==> src/rtl/rm_irq_pkg.sv <==
`timescale 1ns/1ps
package rm_irq_pkg;
  localparam int WORD_W = 16;
  localparam int SEG_SH = 4;
  localparam int ADDR_W = WORD_W + SEG_SH;
  localparam int VEC_W  = 8;
  localparam int IF_BIT = 9;
  localparam int TF_BIT = 8;
  localparam int PUSH_BYTES = WORD_W / 8;

  typedef enum logic [2:0] {
    ST_IDLE,
    ST_PUSH_FL,
    ST_PUSH_CS,
    ST_LOAD_CS,
    ST_PUSH_IP,
    ST_LOAD_IP,
    ST_HALT
  } seq_state_t;

  function automatic logic [ADDR_W-1:0] phys(input logic [WORD_W-1:0] seg,
                                             input logic [WORD_W-1:0] off);
    logic [ADDR_W-1:0] base;
    base = {seg, {SEG_SH{1'b0}}};
    return base + {{SEG_SH{1'b0}}, off};
  endfunction
endpackage

==> src/rtl/rm_irq_pending.sv <==
`timescale 1ns/1ps
module rm_irq_pending
  import rm_irq_pkg::*;
(
  input  logic             clk,
  input  logic             rst,
  input  logic             raise_i,
  input  logic [VEC_W-1:0] raise_vec_i,
  input  logic             halt_req_i,
  input  logic             busy_i,
  input  logic             clr_i,
  output logic             pend_o,
  output logic [VEC_W-1:0] vec_o,
  output logic             hpend_o
);
  logic raised_busy;

  always_ff @(posedge clk) begin
    if (rst) begin
      pend_o      <= 1'b0;
      vec_o       <= '0;
      hpend_o     <= 1'b0;
      raised_busy <= 1'b0;
    end else begin
      if (raise_i) begin
        vec_o <= raise_vec_i;
      end
      if (raise_i) begin
        pend_o <= 1'b1;
      end else if (clr_i) begin
        pend_o <= raised_busy;
      end
      if (clr_i) begin
        raised_busy <= 1'b0;
      end else if (raise_i && busy_i) begin
        raised_busy <= 1'b1;
      end
      if (halt_req_i) begin
        hpend_o <= 1'b1;
      end
    end
  end

  AST_RAISE_LATCH: assert property (@(posedge clk) disable iff (rst)
    raise_i |=> (pend_o && vec_o == $past(raise_vec_i)));
  AST_HALT_HELD: assert property (@(posedge clk) disable iff (rst)
    hpend_o |=> hpend_o);
endmodule

==> src/rtl/rm_irq_gate.sv <==
`timescale 1ns/1ps
module rm_irq_gate
  import rm_irq_pkg::*;
(
  input  logic             boundary_i,
  input  logic             hpend_i,
  input  logic             pend_i,
  input  logic [VEC_W-1:0] vec_i,
  input  logic             if_flag_i,
  output logic             halt_go_o,
  output logic             svc_go_o,
  output logic             pass_go_o
);
  logic unmaskable;

  always_comb begin
    unmaskable = (vec_i == VEC_W'(0)) || (vec_i == VEC_W'(2));
    halt_go_o  = boundary_i && hpend_i;
    svc_go_o   = boundary_i && !hpend_i && pend_i && (unmaskable || if_flag_i);
    pass_go_o  = boundary_i && !hpend_i && !(pend_i && (unmaskable || if_flag_i));
  end
endmodule

==> src/rtl/rm_irq_seq.sv <==
`timescale 1ns/1ps
module rm_irq_seq
  import rm_irq_pkg::*;
(
  input  logic              clk,
  input  logic              rst,
  input  logic              halt_go_i,
  input  logic              svc_go_i,
  input  logic              pass_go_i,
  input  logic [VEC_W-1:0]  vec_i,
  input  logic [WORD_W-1:0] flags_i,
  input  logic [WORD_W-1:0] cs_i,
  input  logic [WORD_W-1:0] ip_i,
  input  logic [WORD_W-1:0] ss_i,
  input  logic [WORD_W-1:0] sp_i,
  output logic [WORD_W-1:0] cs_o,
  output logic [WORD_W-1:0] ip_o,
  output logic [WORD_W-1:0] sp_o,
  output logic [WORD_W-1:0] flags_o,
  output logic [ADDR_W-1:0] fetch_addr_o,
  output logic              done_o,
  output logic              halted_o,
  output logic              idle_o,
  output logic              clr_o,
  output logic              mem_req_o,
  output logic              mem_we_o,
  output logic [ADDR_W-1:0] mem_addr_o,
  output logic [WORD_W-1:0] mem_wdata_o,
  input  logic [WORD_W-1:0] mem_rdata_i,
  input  logic              mem_rdy_i
);
  localparam int TBL_PAD = ADDR_W - VEC_W - 2;

  seq_state_t        st;
  logic [WORD_W-1:0] cs_r, ip_r, sp_r, ss_r, flags_r;
  logic [VEC_W-1:0]  vec_r;
  logic              done_r;
  logic              step;

  assign step = mem_req_o && mem_rdy_i;

  always_comb begin
    mem_req_o   = 1'b0;
    mem_we_o    = 1'b0;
    mem_addr_o  = phys(ss_r, sp_r);
    mem_wdata_o = flags_r;
    unique case (st)
      ST_PUSH_FL: begin mem_req_o = 1'b1; mem_we_o = 1'b1; mem_wdata_o = flags_r; end
      ST_PUSH_CS: begin mem_req_o = 1'b1; mem_we_o = 1'b1; mem_wdata_o = cs_r; end
      ST_PUSH_IP: begin mem_req_o = 1'b1; mem_we_o = 1'b1; mem_wdata_o = ip_r; end
      ST_LOAD_CS: begin mem_req_o = 1'b1; mem_addr_o = {{TBL_PAD{1'b0}}, vec_r, 2'b10}; end
      ST_LOAD_IP: begin mem_req_o = 1'b1; mem_addr_o = {{TBL_PAD{1'b0}}, vec_r, 2'b00}; end
      default: ;
    endcase
  end

  always_ff @(posedge clk) begin
    if (rst) begin
      st      <= ST_IDLE;
      cs_r    <= '0;
      ip_r    <= '0;
      sp_r    <= '0;
      ss_r    <= '0;
      flags_r <= '0;
      vec_r   <= '0;
      done_r  <= 1'b0;
    end else begin
      done_r <= 1'b0;
      unique case (st)
        ST_IDLE: begin
          if (halt_go_i) begin
            st <= ST_HALT;
          end else if (svc_go_i) begin
            cs_r    <= cs_i;
            ip_r    <= ip_i;
            ss_r    <= ss_i;
            sp_r    <= sp_i - WORD_W'(PUSH_BYTES);
            flags_r <= flags_i;
            vec_r   <= vec_i;
            st      <= ST_PUSH_FL;
          end else if (pass_go_i) begin
            cs_r    <= cs_i;
            ip_r    <= ip_i;
            ss_r    <= ss_i;
            sp_r    <= sp_i;
            flags_r <= flags_i;
            done_r  <= 1'b1;
          end
        end
        ST_PUSH_FL: if (step) begin
          flags_r[IF_BIT] <= 1'b0;
          flags_r[TF_BIT] <= 1'b0;
          sp_r <= sp_r - WORD_W'(PUSH_BYTES);
          st   <= ST_PUSH_CS;
        end
        ST_PUSH_CS: if (step) begin
          sp_r <= sp_r - WORD_W'(PUSH_BYTES);
          st   <= ST_LOAD_CS;
        end
        ST_LOAD_CS: if (step) begin
          cs_r <= mem_rdata_i;
          st   <= ST_PUSH_IP;
        end
        ST_PUSH_IP: if (step) begin
          st <= ST_LOAD_IP;
        end
        ST_LOAD_IP: if (step) begin
          ip_r   <= mem_rdata_i;
          done_r <= 1'b1;
          st     <= ST_IDLE;
        end
        ST_HALT: st <= ST_HALT;
        default: st <= ST_IDLE;
      endcase
    end
  end

  assign cs_o         = cs_r;
  assign ip_o         = ip_r;
  assign sp_o         = sp_r;
  assign flags_o      = flags_r;
  assign fetch_addr_o = phys(cs_r, ip_r);
  assign done_o       = done_r;
  assign halted_o     = (st == ST_HALT);
  assign idle_o       = (st == ST_IDLE);
  assign clr_o        = (st == ST_LOAD_IP) && step;

  AST_REQ_HOLD: assert property (@(posedge clk) disable iff (rst)
    (mem_req_o && !mem_rdy_i) |=> (mem_req_o && $stable(mem_addr_o)
      && $stable(mem_we_o) && $stable(mem_wdata_o)));
  AST_DONE_PULSE: assert property (@(posedge clk) disable iff (rst)
    done_o |=> !done_o);
  AST_DONE_QUIET: assert property (@(posedge clk) disable iff (rst)
    done_o |-> !mem_req_o);
  AST_HALT_STICKY: assert property (@(posedge clk) disable iff (rst)
    halted_o |=> halted_o);
  AST_HALT_SILENT: assert property (@(posedge clk) disable iff (rst)
    halted_o |-> (!mem_req_o && !done_o));
  AST_MASK_CLEAR: assert property (@(posedge clk) disable iff (rst)
    (st == ST_LOAD_IP) |-> (!flags_r[IF_BIT] && !flags_r[TF_BIT]));
endmodule

==> src/rtl/rm_irq_entry.sv <==
`timescale 1ns/1ps
module rm_irq_entry
  import rm_irq_pkg::*;
(
  input  logic              clk,
  input  logic              rst,
  input  logic              raise_i,
  input  logic [VEC_W-1:0]  raise_vec_i,
  input  logic              halt_req_i,
  input  logic              boundary_i,
  input  logic [WORD_W-1:0] flags_i,
  input  logic [WORD_W-1:0] cs_i,
  input  logic [WORD_W-1:0] ip_i,
  input  logic [WORD_W-1:0] ss_i,
  input  logic [WORD_W-1:0] sp_i,
  output logic [WORD_W-1:0] cs_o,
  output logic [WORD_W-1:0] ip_o,
  output logic [WORD_W-1:0] sp_o,
  output logic [WORD_W-1:0] flags_o,
  output logic [ADDR_W-1:0] fetch_addr_o,
  output logic              done_o,
  output logic              halted_o,
  output logic              mem_req_o,
  output logic              mem_we_o,
  output logic [ADDR_W-1:0] mem_addr_o,
  output logic [WORD_W-1:0] mem_wdata_o,
  input  logic [WORD_W-1:0] mem_rdata_i,
  input  logic              mem_rdy_i
);
  logic             pend, hpend, idle, clr;
  logic [VEC_W-1:0] vec;
  logic             halt_go, svc_go, pass_go;
  logic             bnd_ok;

  assign bnd_ok = boundary_i && idle;

  rm_irq_pending u_pending (
    .clk         (clk),
    .rst         (rst),
    .raise_i     (raise_i),
    .raise_vec_i (raise_vec_i),
    .halt_req_i  (halt_req_i),
    .busy_i      (!idle),
    .clr_i       (clr),
    .pend_o      (pend),
    .vec_o       (vec),
    .hpend_o     (hpend)
  );

  rm_irq_gate u_gate (
    .boundary_i (bnd_ok),
    .hpend_i    (hpend),
    .pend_i     (pend),
    .vec_i      (vec),
    .if_flag_i  (flags_i[IF_BIT]),
    .halt_go_o  (halt_go),
    .svc_go_o   (svc_go),
    .pass_go_o  (pass_go)
  );

  rm_irq_seq u_seq (
    .clk          (clk),
    .rst          (rst),
    .halt_go_i    (halt_go),
    .svc_go_i     (svc_go),
    .pass_go_i    (pass_go),
    .vec_i        (vec),
    .flags_i      (flags_i),
    .cs_i         (cs_i),
    .ip_i         (ip_i),
    .ss_i         (ss_i),
    .sp_i         (sp_i),
    .cs_o         (cs_o),
    .ip_o         (ip_o),
    .sp_o         (sp_o),
    .flags_o      (flags_o),
    .fetch_addr_o (fetch_addr_o),
    .done_o       (done_o),
    .halted_o     (halted_o),
    .idle_o       (idle),
    .clr_o        (clr),
    .mem_req_o    (mem_req_o),
    .mem_we_o     (mem_we_o),
    .mem_addr_o   (mem_addr_o),
    .mem_wdata_o  (mem_wdata_o),
    .mem_rdata_i  (mem_rdata_i),
    .mem_rdy_i    (mem_rdy_i)
  );

  AST_NO_EARLY_REQ: assert property (@(posedge clk) disable iff (rst)
    (idle && !svc_go) |=> !mem_req_o);
endmodule

==> config.mk <==
export PLATFORM = sky130hd
export DESIGN_NAME = rm_irq_entry
export DESIGN_NICKNAME = d
export VERILOG_FILES = /design/src/rtl/rm_irq_pkg.sv /design/src/rtl/rm_irq_pending.sv /design/src/rtl/rm_irq_gate.sv /design/src/rtl/rm_irq_seq.sv /design/src/rtl/rm_irq_entry.sv
export SDC_FILE = /design/constraint.sdc
export NUM_CORES = 1
export LEC_CHECK = 0
export ABC_AREA = 1
export BUFFER_PORTS_ARGS = -buffer_cell sky130_fd_sc_hd__buf_4
export CAP_MARGIN = 20
export CORE_MARGIN = 2
export CORE_UTILIZATION = 53
export CTS_BUF_LIST = sky130_fd_sc_hd__clkbuf_4
export DETAILED_ROUTE_END_ITERATION = 10
export PLACE_DENSITY = 0.8
export SYNTH_ARGS = -nofsm -noshare
export SYNTH_HDL_FRONTEND = slang
export SYNTH_HIERARCHICAL = 1
export SYNTH_SLANG_ARGS = --single-unit
==> constraint.sdc <==
create_clock -name clk -period 3 [get_ports clk]
set_clock_uncertainty 0.15 [all_clocks]
set_input_delay 0.3 -clock clk [delete_from_list [all_inputs] [get_ports clk]]
set_output_delay 0.3 -clock clk [all_outputs]
set_load 0.02 [all_outputs]
==> results.json <==
{
  "die_y_um": 119,
  "min_period_over_period_pct": 97.2,
  "ys_ff_latch": 103,
  "clk_pin_slew_ps": 170,
  "grt_pass1_vias": 7804,
  "drt_iter0_markers": 855,
  "fill_cells": 1156,
  "drv_slew": 0,
  "fin_nets": 1535,
  "crit_cells": 9,
  "start_util_pct": 53.8,
  "crit_buf_inv": 4,
  "crit_end": "mem_addr_o[8]",
  "async_reset_ff_share_pct": 0,
  "drc_errors": 0,
  "io_pins": 234,
  "hpwl_um": 19100,
  "regArea_mm2": 0.00207,
  "synth-edff-count": 0,
  "io_buffer_count": 233,
  "crit_chain": "buf_4 -> nand3_4 -> inv_2 -> nor2_4 -> inv_2 -> a21oi_1 -> o21ai_0 -> nand2_1 -> buf_4",
  "syn2layout_area_growth_pct": 37.1,
  "die-area_mm2": 0.0143,
  "multiInputGateArea_mm2": 0.00441,
  "viasPerCell": 5.45,
  "crit_start": "u_seq/st[2]$_SDFFE_PP0P_",
  "crit_arrival_ps": 2470,
  "crit_path_top_delay_cell": "dfxtp_1",
  "crit_path_max_fanout": 20,
  "yosysSeqAreaShare_pct": 29.2,
  "grt_usage_pct": 35.3,
  "period_needed_ps": 2920,
  "power_density_mw_per_mm2": 819,
  "yosysWarnings": 6,
  "worst_slew_pin_slew_ps": 573,
  "antenna_cells": 0,
  "cpPeakStageDelay_ps": 360,
  "rsz0062_at_grt": "yes",
  "finish.utilization_pct": 73.7,
  "numCtsBuffers": 9,
  "drive_above_1_share_pct": 23.2,
  "drt_first_pass_iters": 5,
  "cts_tree": "yes",
  "synth_area_mm2": 0.00706,
  "peakVddDrop_mv": 0.501,
  "r2r-start": "u_seq/st[2]$_SDFFE_PP0P_",
  "cp-start-kind": "register",
  "r2r_slack_ps": 170,
  "antenna_found_initial": 0,
  "place.gp.congestion": 1.00,
  "wl_per_cell_um": 16.4,
  "cap_viol_max_count": 0,
  "syn_inst": 1119,
  "clock.fmax_ghz": 0.343,
  "row_count": 42,
  "finalSetupViolations": 0,
  "num_vias": 8594,
  "synthDistinctLibCells": 41,
  "ff2ff_path_depth": 12,
  "max_slew_margin_pct": 61.8,
  "critical_path_class": "register to output port",
  "synth.avg_cell_area_um2": 6.31,
  "setup-tns-final_ps": 0,
  "cts_root_buffer": "clkbuf_4",
  "grt_overflow": 0,
  "worstSetupEndpointType": "output port",
  "core_mm2": 0.0131,
  "ant_nets": 0,
  "synth_fp_nets": 1258,
  "cts.sinks": 103,
  "cts_buffer_depth": 2,
  "grt_pass1_wl_um": 39800,
  "htree_levels": 3,
  "grt_max_degree": 38,
  "ys.flop_type": "dfxtp_1",
  "leakage_nw": 4.87,
  "wirelength_um": 25800,
  "r2r-end": "u_seq/cs_o[3]$_SDFFE_PP0P_",
  "die_x_um": 119,
  "hold_violations": 0,
  "status": "finished, final reports clean",
  "hold_path_class": "input port to register",
  "clk_latency_ps": 490,
  "crit_family": "buffers and inverters",
  "cp.required_ps": 2550
}
==> logic make-up after synthesis <==
kind of cell             count (synthesis)  synth area share, %
AND/OR/NAND/NOR                        670                 40.6
flip-flops                             103                 29.2
AO/OA/AOI/OAI                          176                 13.6
buffers and inverters                  121                 8.86
XOR/XNOR                                20                 2.48
adder cells (fa/ha/maj)                 29                 5.35
==> layer usage <==
metal | share of wire, % | wire, um | track usage, % | vias up
met4 | 5.1 | 1310 | 18.5 | 0
met1 | 41 | 10500 | 43.6 | 3871
li1 | - | - | - | 4191
met3 | 8.0 | 2070 | 7.52 | 93
met2 | 46 | 12000 | 57.9 | 439
met5 | 0 | 0 | 0 | -
==> final cells by class <==
type	count	area share, %
inverter	74	3.04
multi-input combinational	895	45.6
clock inverter	7	0.737
timing repair buffer	313	26.2
sequential	103	21.4
clock buffer	9	0.698
tap	176	2.27
==> cells in the final DEF, fill, tap and decap left out, types with 2 or more instances in the layout <==
cell type	count
nand3b_1	4
ha_1	25
xor2_1	13
buf_4	245
nand4_1	6
nand2_2	3
dlygate4sd3_1	66
o21a_1	4
inv_4	2
nor3_1	4
xnor2_1	7
dfxtp_4	2
inv_1	59
inv_2	11
clkinvlp_4	3
a211oi_1	2
buf_12	2
nand3_2	7
a21oi_1	53
nand3_1	113
a21o_1	3
nor2_2	9
o21ai_0	78
dfxtp_1	97
nand2_1	278
dfxtp_2	4
o21ai_1	24
nor2_8	2
nor2_1	233
nand2_4	8
ha_2	2
a31oi_1	2
clkbuf_4	9
a21oi_2	3
==> cell usage after synthesis (6+ instances only) <==
cell type	n	share of area, %
a21oi_1	53	3.8
buf_2	7	0.50
buf_4	14	1.5
buf_6	13	2.1
clkbuf_1	13	0.69
dfxtp_1	103	29
ha_1	27	4.8
inv_1	61	3.2
inv_2	10	0.53
nand2_1	279	15
nand2_4	7	1.1
nand3_1	114	8.1
nand3_2	6	0.85
nand4_1	6	0.53
nor2_1	235	12
nor2_2	7	0.62
o21ai_0	80	5.7
o21ai_1	22	1.6
xnor2_1	7	0.87
xor2_1	13	1.6
==> tightest hold or removal path, cell delays in order <==
cell,delay [ps]
buf_4,90
nand2_1,40
nand2_1,50
o21ai_1,60
nor2_1,80
==> metrics by stage <==
step | area [um^2] | power, mW | std cells | hold slack (ps) | setup WS [ps]
floorplan | 7060 | 5.24 | 1119 | 217 | 525
global placement | 8810 | 6.89 | 1494 | 325 | 413
detailed placement | 8810 | 6.94 | 1494 | 330 | 339
CTS | 9620 | 7.77 | 1576 | 0.386 | 5.86
global route | 9680 | 8.42 | 1577 | 17.3 | -49.5
finish | 9680 | 7.93 | 1577 | 20.5 | 84.7
==> worst min path at each step <==
stage	from	endpoint	slack, ps	cells past startpoint
detailed placement	u_seq/vec_r[4]$_SDFFE_PP0P_	u_seq/vec_r[4]$_SDFFE_PP0P_	330	2
CTS	mem_rdata_i[6]	u_seq/cs_o[6]$_SDFFE_PP0P_	0.4	5
global route	raise_i	u_pending/vec_o[3]$_SDFFE_PP0P_	20	3
global placement	u_seq/vec_r[4]$_SDFFE_PP0P_	u_seq/vec_r[4]$_SDFFE_PP0P_	320	2
finish	ip_i[13]	u_seq/ip_o[13]$_SDFFE_PP0P_	20	5
floorplan	rst	u_pending/pend_o$_SDFFE_PP0P_	220	1
==> repair_timing <==
item | CTS | global route
setup endpoints to repair | 2 | 36
gates cloned | 0 | 0
endpoints found under the hold margin | 59 | 0
pin swaps | 0 | 2
buffers inserted | 0 | 1
gates resized for setup | 2 | 18
hold buffers | 66 | 0
==> report_power, final <==
| part | switching (mW) | internal [mW] | total (mW) |
|---|---|---|---|
| Combinational | 3.08 | 1.89 | 4.97 |
| Clock | 0.492 | 0.254 | 0.746 |
| Sequential | 0.501 | 1.71 | 2.21 |
| Total | 4.07 | 3.85 | 7.93 |
==> registers in the layout, summed over array words and instances, names as in the netlist <==
signal / count
u_seq/done_o: 1
u_seq/st: 3
u_seq/ip_o: 16
u_seq/vec_r: 8
u_seq/sp_o: 16
u_pending/hpend_o: 1
u_pending/vec_o: 8
u_pending/raised_busy: 1
u_seq/cs_o: 16
u_seq/ss_r: 16
u_seq/flags_o: 16
u_pending/pend_o: 1
No activity file was read; power rests on OpenSTA's default activity.
